--- src/rtl/spi_rb_pkg.sv ---
package spi_rb_pkg;

    localparam int ADDR_W = 6;
    localparam int REG_W  = 24;

    typedef enum logic [1:0] {
        PH_CMD = 2'd0,
        PH_WR  = 2'd1,
        PH_RD  = 2'd2
    } phase_e;

    // Bit width of the register at an address; unimplemented slots count as 8.
    function automatic logic [4:0] rb_bits(input logic [ADDR_W-1:0] a, input int unsigned n);
        if (32'(a) >= n) return 5'd8;
        case (a[1:0])
            2'd0:    return 5'd8;
            2'd1:    return 5'd12;
            2'd2:    return 5'd16;
            default: return 5'd24;
        endcase
    endfunction

    function automatic logic [1:0] rb_bytes(input logic [ADDR_W-1:0] a, input int unsigned n);
        logic [5:0] t;
        t = {1'b0, rb_bits(a, n)} + 6'd7;
        return t[4:3];
    endfunction

    // Storage mask: zero for unimplemented slots, low `bits` ones otherwise.
    function automatic logic [REG_W-1:0] rb_mask(input logic [ADDR_W-1:0] a, input int unsigned n);
        logic [REG_W:0] m;
        if (32'(a) >= n) return '0;
        m = ((REG_W+1)'(1) << rb_bits(a, n)) - (REG_W+1)'(1);
        return m[REG_W-1:0];
    endfunction

endpackage

--- src/rtl/spi_rb_sync.sv ---
module spi_rb_sync #(
    parameter int          W       = 3,
    parameter int          STAGES  = 2,
    parameter logic [W-1:0] RST_VAL = '0
) (
    input  logic         clk,
    input  logic         rst_n,
    input  logic [W-1:0] async_i,
    output logic [W-1:0] sync_o
);
    logic [W-1:0] stage_q [STAGES];
    logic [W-1:0] stage_d [STAGES];

    always_comb begin
        stage_d[0] = async_i;
        for (int i = 1; i < STAGES; i++) stage_d[i] = stage_q[i-1];
    end

    always_ff @(posedge clk) begin
        for (int i = 0; i < STAGES; i++) begin
            if (!rst_n) stage_q[i] <= RST_VAL;
            else        stage_q[i] <= stage_d[i];
        end
    end

    assign sync_o = stage_q[STAGES-1];
endmodule

--- src/rtl/spi_rb_regfile.sv ---
module spi_rb_regfile
    import spi_rb_pkg::*;
#(
    parameter int NUM_REGS = 16
) (
    input  logic              clk,
    input  logic              rst_n,
    input  logic              we,
    input  logic [ADDR_W-1:0] waddr,
    input  logic [1:0]        wsel,
    input  logic [7:0]        wdata,
    input  logic [ADDR_W-1:0] raddr,
    output logic [REG_W-1:0]  rdata
);
    localparam int IDX_W = (NUM_REGS > 1) ? $clog2(NUM_REGS) : 1;

    logic [REG_W-1:0] mem_q [NUM_REGS];
    logic [REG_W-1:0] mem_d [NUM_REGS];
    logic [REG_W-1:0] merged;
    logic             w_hit;

    assign w_hit = we && (32'(waddr) < NUM_REGS);

    always_comb begin
        for (int i = 0; i < NUM_REGS; i++) mem_d[i] = mem_q[i];
        merged = mem_q[waddr[IDX_W-1:0]];
        merged[8*wsel +: 8] = wdata;
        if (w_hit) mem_d[waddr[IDX_W-1:0]] = merged & rb_mask(waddr, NUM_REGS);
    end

    always_ff @(posedge clk) begin
        for (int i = 0; i < NUM_REGS; i++) begin
            if (!rst_n) mem_q[i] <= '0;
            else        mem_q[i] <= mem_d[i];
        end
    end

    assign rdata = (32'(raddr) < NUM_REGS) ? mem_q[raddr[IDX_W-1:0]] : '0;

    // stored contents never reach above the register width
    assert_width_clean_R7: assert property (@(posedge clk) disable iff (!rst_n)
        (32'(raddr) < NUM_REGS) |-> ((rdata & ~rb_mask(raddr, NUM_REGS)) == '0));
endmodule

--- src/rtl/spi_rb_ctrl.sv ---
module spi_rb_ctrl
    import spi_rb_pkg::*;
#(
    parameter int NUM_REGS = 16
) (
    input  logic              clk,
    input  logic              rst_n,
    input  logic              sclk_s,
    input  logic              cs_s,
    input  logic              sdi_s,
    input  logic [REG_W-1:0]  rdata,
    output logic [ADDR_W-1:0] raddr,
    output logic              we,
    output logic [ADDR_W-1:0] waddr,
    output logic [1:0]        wsel,
    output logic [7:0]        wdata,
    output logic              sdo,
    output logic              sdo_oe
);
    typedef struct packed {
        phase_e            phase;
        logic [4:0]        bitcnt;
        logic [ADDR_W-1:0] addr;
        logic [1:0]        nbytes;
        logic [7:0]        rx;
        logic [REG_W-1:0]  tx;
        logic              dout;
        logic              oe;
        logic              sclk_prev;
        logic              we;
        logic [1:0]        wsel;
        logic [7:0]        wdata;
    } ctrl_s;

    localparam ctrl_s CTRL_RST = '{phase: PH_CMD, nbytes: 2'd1, sclk_prev: 1'b1, default: '0};

    ctrl_s      q, d;
    logic       fall, rise, last;
    logic [7:0] rx_new;
    logic [4:0] last_idx;

    function automatic logic [REG_W-1:0] left_align(input logic [REG_W-1:0] v, input logic [1:0] nb);
        case (nb)
            2'd1:    return {v[7:0],  16'h0000};
            2'd2:    return {v[15:0], 8'h00};
            default: return v;
        endcase
    endfunction

    assign fall     = q.sclk_prev & ~sclk_s;
    assign rise     = ~q.sclk_prev & sclk_s;
    assign rx_new   = {q.rx[6:0], sdi_s};
    assign raddr    = rx_new[ADDR_W-1:0];
    assign last_idx = {q.nbytes, 3'b000} - 5'd1;
    assign last     = (q.bitcnt == last_idx);

    always_comb begin
        d           = q;
        d.we        = 1'b0;
        d.sclk_prev = sclk_s;
        if (cs_s) begin
            d.phase  = PH_CMD;
            d.bitcnt = '0;
            d.oe     = 1'b0;
        end else if (fall) begin
            d.rx = rx_new;
            unique case (q.phase)
                PH_CMD: begin
                    if (q.bitcnt == 5'd7) begin
                        d.addr   = rx_new[ADDR_W-1:0];
                        d.nbytes = rb_bytes(rx_new[ADDR_W-1:0], NUM_REGS);
                        d.bitcnt = '0;
                        if (rx_new[7]) begin
                            d.phase = PH_WR;
                        end else begin
                            d.phase = PH_RD;
                            d.oe    = 1'b1;
                            d.tx    = left_align(rdata, rb_bytes(rx_new[ADDR_W-1:0], NUM_REGS));
                        end
                    end else begin
                        d.bitcnt = q.bitcnt + 5'd1;
                    end
                end
                PH_WR: begin
                    if (q.bitcnt[2:0] == 3'd7) begin
                        d.we    = 1'b1;
                        d.wsel  = q.nbytes - 2'd1 - q.bitcnt[4:3];
                        d.wdata = rx_new;
                    end
                    if (last) begin
                        d.phase  = PH_CMD;
                        d.bitcnt = '0;
                    end else begin
                        d.bitcnt = q.bitcnt + 5'd1;
                    end
                end
                default: begin
                    if (last) begin
                        d.phase  = PH_CMD;
                        d.bitcnt = '0;
                        d.oe     = 1'b0;
                    end else begin
                        d.bitcnt = q.bitcnt + 5'd1;
                    end
                end
            endcase
        end else if (rise && q.phase == PH_RD) begin
            d.dout = q.tx[REG_W-1];
            d.tx   = {q.tx[REG_W-2:0], 1'b0};
        end
    end

    always_ff @(posedge clk) begin
        if (!rst_n) q <= CTRL_RST;
        else        q <= d;
    end

    assign we     = q.we;
    assign waddr  = q.addr;
    assign wsel   = q.wsel;
    assign wdata  = q.wdata;
    assign sdo    = q.dout;
    assign sdo_oe = q.oe;

    // output bit moves only after a detected rising serial edge
    assert_sdo_hold_R1: assert property (@(posedge clk) disable iff (!rst_n)
        !rise |=> $stable(sdo));
    // deselection releases the pad
    assert_oe_release_R3: assert property (@(posedge clk) disable iff (!rst_n)
        cs_s |=> !sdo_oe);
    // deselection leaves the block waiting for a command byte
    assert_cmd_restart_R4: assert property (@(posedge clk) disable iff (!rst_n)
        cs_s |=> (q.phase == PH_CMD && q.bitcnt == 5'd0));
    // data phases never count past the addressed width
    assert_bitcnt_limit_R5: assert property (@(posedge clk) disable iff (!rst_n)
        (q.phase != PH_CMD) |-> (q.bitcnt <= last_idx && q.nbytes != 2'd0));
endmodule

--- src/rtl/spi_regbank_slave.sv ---
module spi_regbank_slave
    import spi_rb_pkg::*;
#(
    parameter int NUM_REGS    = 16,
    parameter int SYNC_STAGES = 2
) (
    input  logic clk,
    input  logic rst_n,
    input  logic sclk,
    input  logic cs_n,
    input  logic sdi,
    output logic sdo,
    output logic sdo_oe
);
    logic [2:0]        pins_s;
    logic [REG_W-1:0]  rdata;
    logic [ADDR_W-1:0] raddr, waddr;
    logic              we;
    logic [1:0]        wsel;
    logic [7:0]        wdata;

    spi_rb_sync #(.W(3), .STAGES(SYNC_STAGES), .RST_VAL(3'b110)) u_sync (
        .clk     (clk),
        .rst_n   (rst_n),
        .async_i ({sclk, cs_n, sdi}),
        .sync_o  (pins_s)
    );

    spi_rb_ctrl #(.NUM_REGS(NUM_REGS)) u_ctrl (
        .clk    (clk),
        .rst_n  (rst_n),
        .sclk_s (pins_s[2]),
        .cs_s   (pins_s[1]),
        .sdi_s  (pins_s[0]),
        .rdata  (rdata),
        .raddr  (raddr),
        .we     (we),
        .waddr  (waddr),
        .wsel   (wsel),
        .wdata  (wdata),
        .sdo    (sdo),
        .sdo_oe (sdo_oe)
    );

    spi_rb_regfile #(.NUM_REGS(NUM_REGS)) u_regs (
        .clk   (clk),
        .rst_n (rst_n),
        .we    (we),
        .waddr (waddr),
        .wsel  (wsel),
        .wdata (wdata),
        .raddr (raddr),
        .rdata (rdata)
    );
endmodule

--- config.mk ---
export PLATFORM = sky130hd
export DESIGN_NAME = spi_regbank_slave
export DESIGN_NICKNAME = d
export VERILOG_FILES = /design/src/rtl/spi_rb_pkg.sv /design/src/rtl/spi_rb_sync.sv /design/src/rtl/spi_rb_regfile.sv /design/src/rtl/spi_rb_ctrl.sv /design/src/rtl/spi_regbank_slave.sv
export SDC_FILE = /design/constraint.sdc
export NUM_CORES = 1
export LEC_CHECK = 0
export ABC_AREA = 1
export BUFFER_PORTS_ARGS = -buffer_cell sky130_fd_sc_hd__clkbuf_2
export CAP_MARGIN = 20
export CORE_MARGIN = 4
export CORE_UTILIZATION = 38
export DETAILED_ROUTE_END_ITERATION = 12
export PLACE_DENSITY = 0.51
export SYNTH_ARGS = -nofsm -noshare
export SYNTH_HDL_FRONTEND = slang
export SYNTH_HIERARCHICAL = 1
export SYNTH_SLANG_ARGS = --single-unit
--- constraint.sdc ---
create_clock -name clk -period 2.9 [get_ports clk]
set_input_delay 0.145 -clock clk [delete_from_list [all_inputs] [get_ports clk]]
set_output_delay 0.145 -clock clk [all_outputs]
set_load 0.01 [all_outputs]
==> flow_metrics.env <==
export IMPL_cp_arrival_ns=3.18
export IMPL_p_comb_share_pct=3.6
export IMPL_grt_setup_unrepaired="no"
export IMPL_antenna_cells=0
export IMPL_cp_data_required_time_ns=3.44
export IMPL_yosysSeqAreaShare_pct=39.2
export IMPL_die_area_um2=64500
export IMPL_p_int_uw=10500
export IMPL_use_met2_pct=42.8
export IMPL_clockPowerShare_pct=50.9
export IMPL_drv_slew=0
export IMPL_period_share_pct=91.0
export IMPL_overflow=0
export IMPL_tns_ns=0
export IMPL_switching_share_pct=22.9
export IMPL_rr_startpoint="u_ctrl/waddr[5]$_SDFFE_PN0P_"
export IMPL_worstPathCellList="nor2_2, inv_2, nor2_1, inv_1, nor2_2, nand2_1, a21oi_1, nand2_1, a21oi_1"
export IMPL_fin_crit_ns=2.64
export IMPL_vias_per_cell=5.70
export IMPL_cts_path_max_buffers=3
export IMPL_postLayoutSetupSlackWorst_ns=0.261
export IMPL_wl_per_cell_um=21.8
export IMPL_crit_buf_inv=2
export IMPL_finalSetupViolCount=0
export IMPL_clk_transition_reported_paths_ns=0.06
export IMPL_hold_viol=0
export IMPL_synth_seq_cells=450
export IMPL_startpoint="u_ctrl/waddr[5]$_SDFFE_PN0P_"
export IMPL_p_sw_uw=3110
export IMPL_status="completed"
export IMPL_routabilityCongestion=0.894
export IMPL_hpwl_mm=51.7
export IMPL_path_class="reg2reg"
export IMPL_power_density_nw_per_um2=532
export IMPL_synth_edf_count=0
export IMPL_fillerInstances=6225
export IMPL_std_cell_rows=89
export IMPL_grt_pass1_wl_mm=135
export IMPL_detail_route_antenna_nets=0
export IMPL_dr_pass1_iters=7
export IMPL_place_ws_ns=0.386
export IMPL_p_seq_share_pct=45.5
export IMPL_worstMarginPinSlew_ns=1.11
export IMPL_die_x_um=254
export IMPL_cts_tree="yes"
export IMPL_cts_sink_count=450
export IMPL_drc_errors=0
export IMPL_hold_class="reg2reg"
export IMPL_grtUsageMet1_pct=37.1
export IMPL_hold_start="u_sync/stage_q[0][1]$_SDFF_PN1_"
export IMPL_worstSetupStartpointType="register"
export IMPL_initial_core_util_pct=38.7
export IMPL_area_growth_syn_to_layout_pct=11.1
export IMPL_syn_area_per_cell_um2=6.71
export IMPL_cts_setup_buffers=0
export IMPL_yosysUniqueCellTypes=39
export IMPL_gr_usage_all_layers_pct=27.1
export IMPL_numCtsBuffers=53
export IMPL_fin_skew_ns=0.0228
export IMPL_floorplan_die_height_um=254
export IMPL_drive_above_1_share_pct=8.95
export IMPL_drv_cap=0
export IMPL_ios=7
export IMPL_wirelength_mm=89.6
export IMPL_portBuffers=6
export IMPL_via_count=23400
export IMPL_relSlewSlack_pct=26.0
export IMPL_clk_latency_ns=0.61
export IMPL_cp_slowest_cell="a21oi_1"
export IMPL_root_buffer="clkbuf_16"
export IMPL_leakage_uw=0.00998
export IMPL_core_area_um2=59500
export IMPL_drt_initial_drc_count=2148
export IMPL_path_delay_family="simple AND/OR/NAND/NOR gates"
export IMPL_timing_fmax_mhz=379
export IMPL_yosysWarnings=6
export IMPL_syn_cell_area_um2=23000
export IMPL_synthArstFlopShare_pct=0
export IMPL_finalNetCount=3303
export IMPL_path_max_fanout=8
export IMPL_grt_max_degree=125
export IMPL_grt_busiest_layer="met2"
export IMPL_cts_htree_levels=2
export IMPL_syn_instance_count=3424
export IMPL_mostFrequentLayoutCell="nand2_1"
export IMPL_end_kind="register"
export IMPL_grt_pass1_vias=21800
export IMPL_use_met3_pct=4.33
export IMPL_antenna_found_initial=0
export IMPL_synthFlopType="dfxtp_1"
export IMPL_layout_common_cells="nand2_1 (659), o21ai_0 (539), a21oi_1 (487)"
export IMPL_peakVddDrop_uv=430
export IMPL_slowest_delay_ns=0.41
[metal layers]
metal	wire, um	vias up
met2	38800	1031
met5	0	-
met1	39500	11000
met3	7250	240
li1	-	11100
met4	4040	0
[synthesized netlist by cell type, drive strengths merged, types with 3 or more instances]
library cell,number,area share [%]
buf,154,4.0
o221ai,5,0.19
clkbuf,148,2.4
dfxtp,450,39
inv,239,3.9
o211ai,31,1.0
o22ai,3,0.082
o21ai,570,12
a21oi,538,13
nor3b,28,0.91
ha,11,0.60
nand4,8,0.22
xor2,4,0.15
nand2,676,11
o31ai,4,0.13
nor2,277,4.7
nand3,156,3.4
nor3,113,2.5
[power groups by stage]
stage	registers, uW	logic [uW]	clock network [uW]
2_1_floorplan	6330	300	0
3_3_place_gp	6330	465	0
3_5_place_dp	6330	466	0
4_1_cts	6190	475	7030
5_1_grt	6190	524	7280
6_report	6190	487	6910
[metrics by stage]
step	cells	area (um2)	total power (uW)	utilization [%]	hold slack [ns]
final	4101	25500	13600	42.9	0.404
after global routing	4101	25500	14000	42.9	0.447
after CTS	4101	25500	13700	42.9	0.402
after detailed placement	3998	23700	6790	39.8	0.324
after global placement	3998	23700	6790	39.8	0.316
after floorplan	3425	23000	6630	-	0.214
[cells by family after synthesis]
logic type / share of synthesized area (%)
adder cells (fa/ha/maj): 0.599
AND/OR/NAND/NOR: 23.2
buffers and inverters: 10.4
AO/OA/AOI/OAI: 26.5
XOR/XNOR: 0.190
other: 0.0163
flip-flops: 39.2
[worst paths after layout]
kind	endpoint	cells after the start	slack, ns
setup / recovery	u_regs/mem_q[7][23]$_SDFFE_PN0P_	9	0.26
hold / removal	u_sync/stage_q[1][1]$_SDFF_PN1_	2	0.40
setup reg to reg	u_regs/mem_q[7][23]$_SDFFE_PN0P_	9	0.26
hold reg to reg	u_sync/stage_q[1][1]$_SDFF_PN1_	2	0.40
[sequential cells by signal (all words and copies together) (netlist names)]
name / flops
u_ctrl/we: 1
u_ctrl/sdo_oe: 1
u_ctrl/wdata: 8
u_ctrl/waddr: 6
u_regs/mem_q: 384
u_sync/stage_q: 6
u_ctrl/wsel: 2
u_ctrl/sdo: 1
u_ctrl/raddr: 5
u_ctrl/q: 36
[final cells by class]
type	instances	area [um2]	share of cell area (%)
clock inverter	15	218	0.853
multi-input combinational	2432	11700	45.9
timing repair buffer	109	1130	4.42
clock buffer	81	1570	6.16
sequential	450	9020	35.3
tap	773	967	3.79
inverter	241	913	3.58
[worst min-delay path: cells and delay by family (launching register included)]
kind,cells,cell delay [ns]
buffers and inverters,1,0.03
DFF,1,0.30
and+or+nand+nor,1,0.04
[repair_timing]
action                                  CTS  global route
endpoints found under the hold margin    44             0
hold buffers                              7             0
resized for setup                         0             0
endpoints found under the setup margin    0             0
No activity file was read; power rests on OpenSTA's default activity.
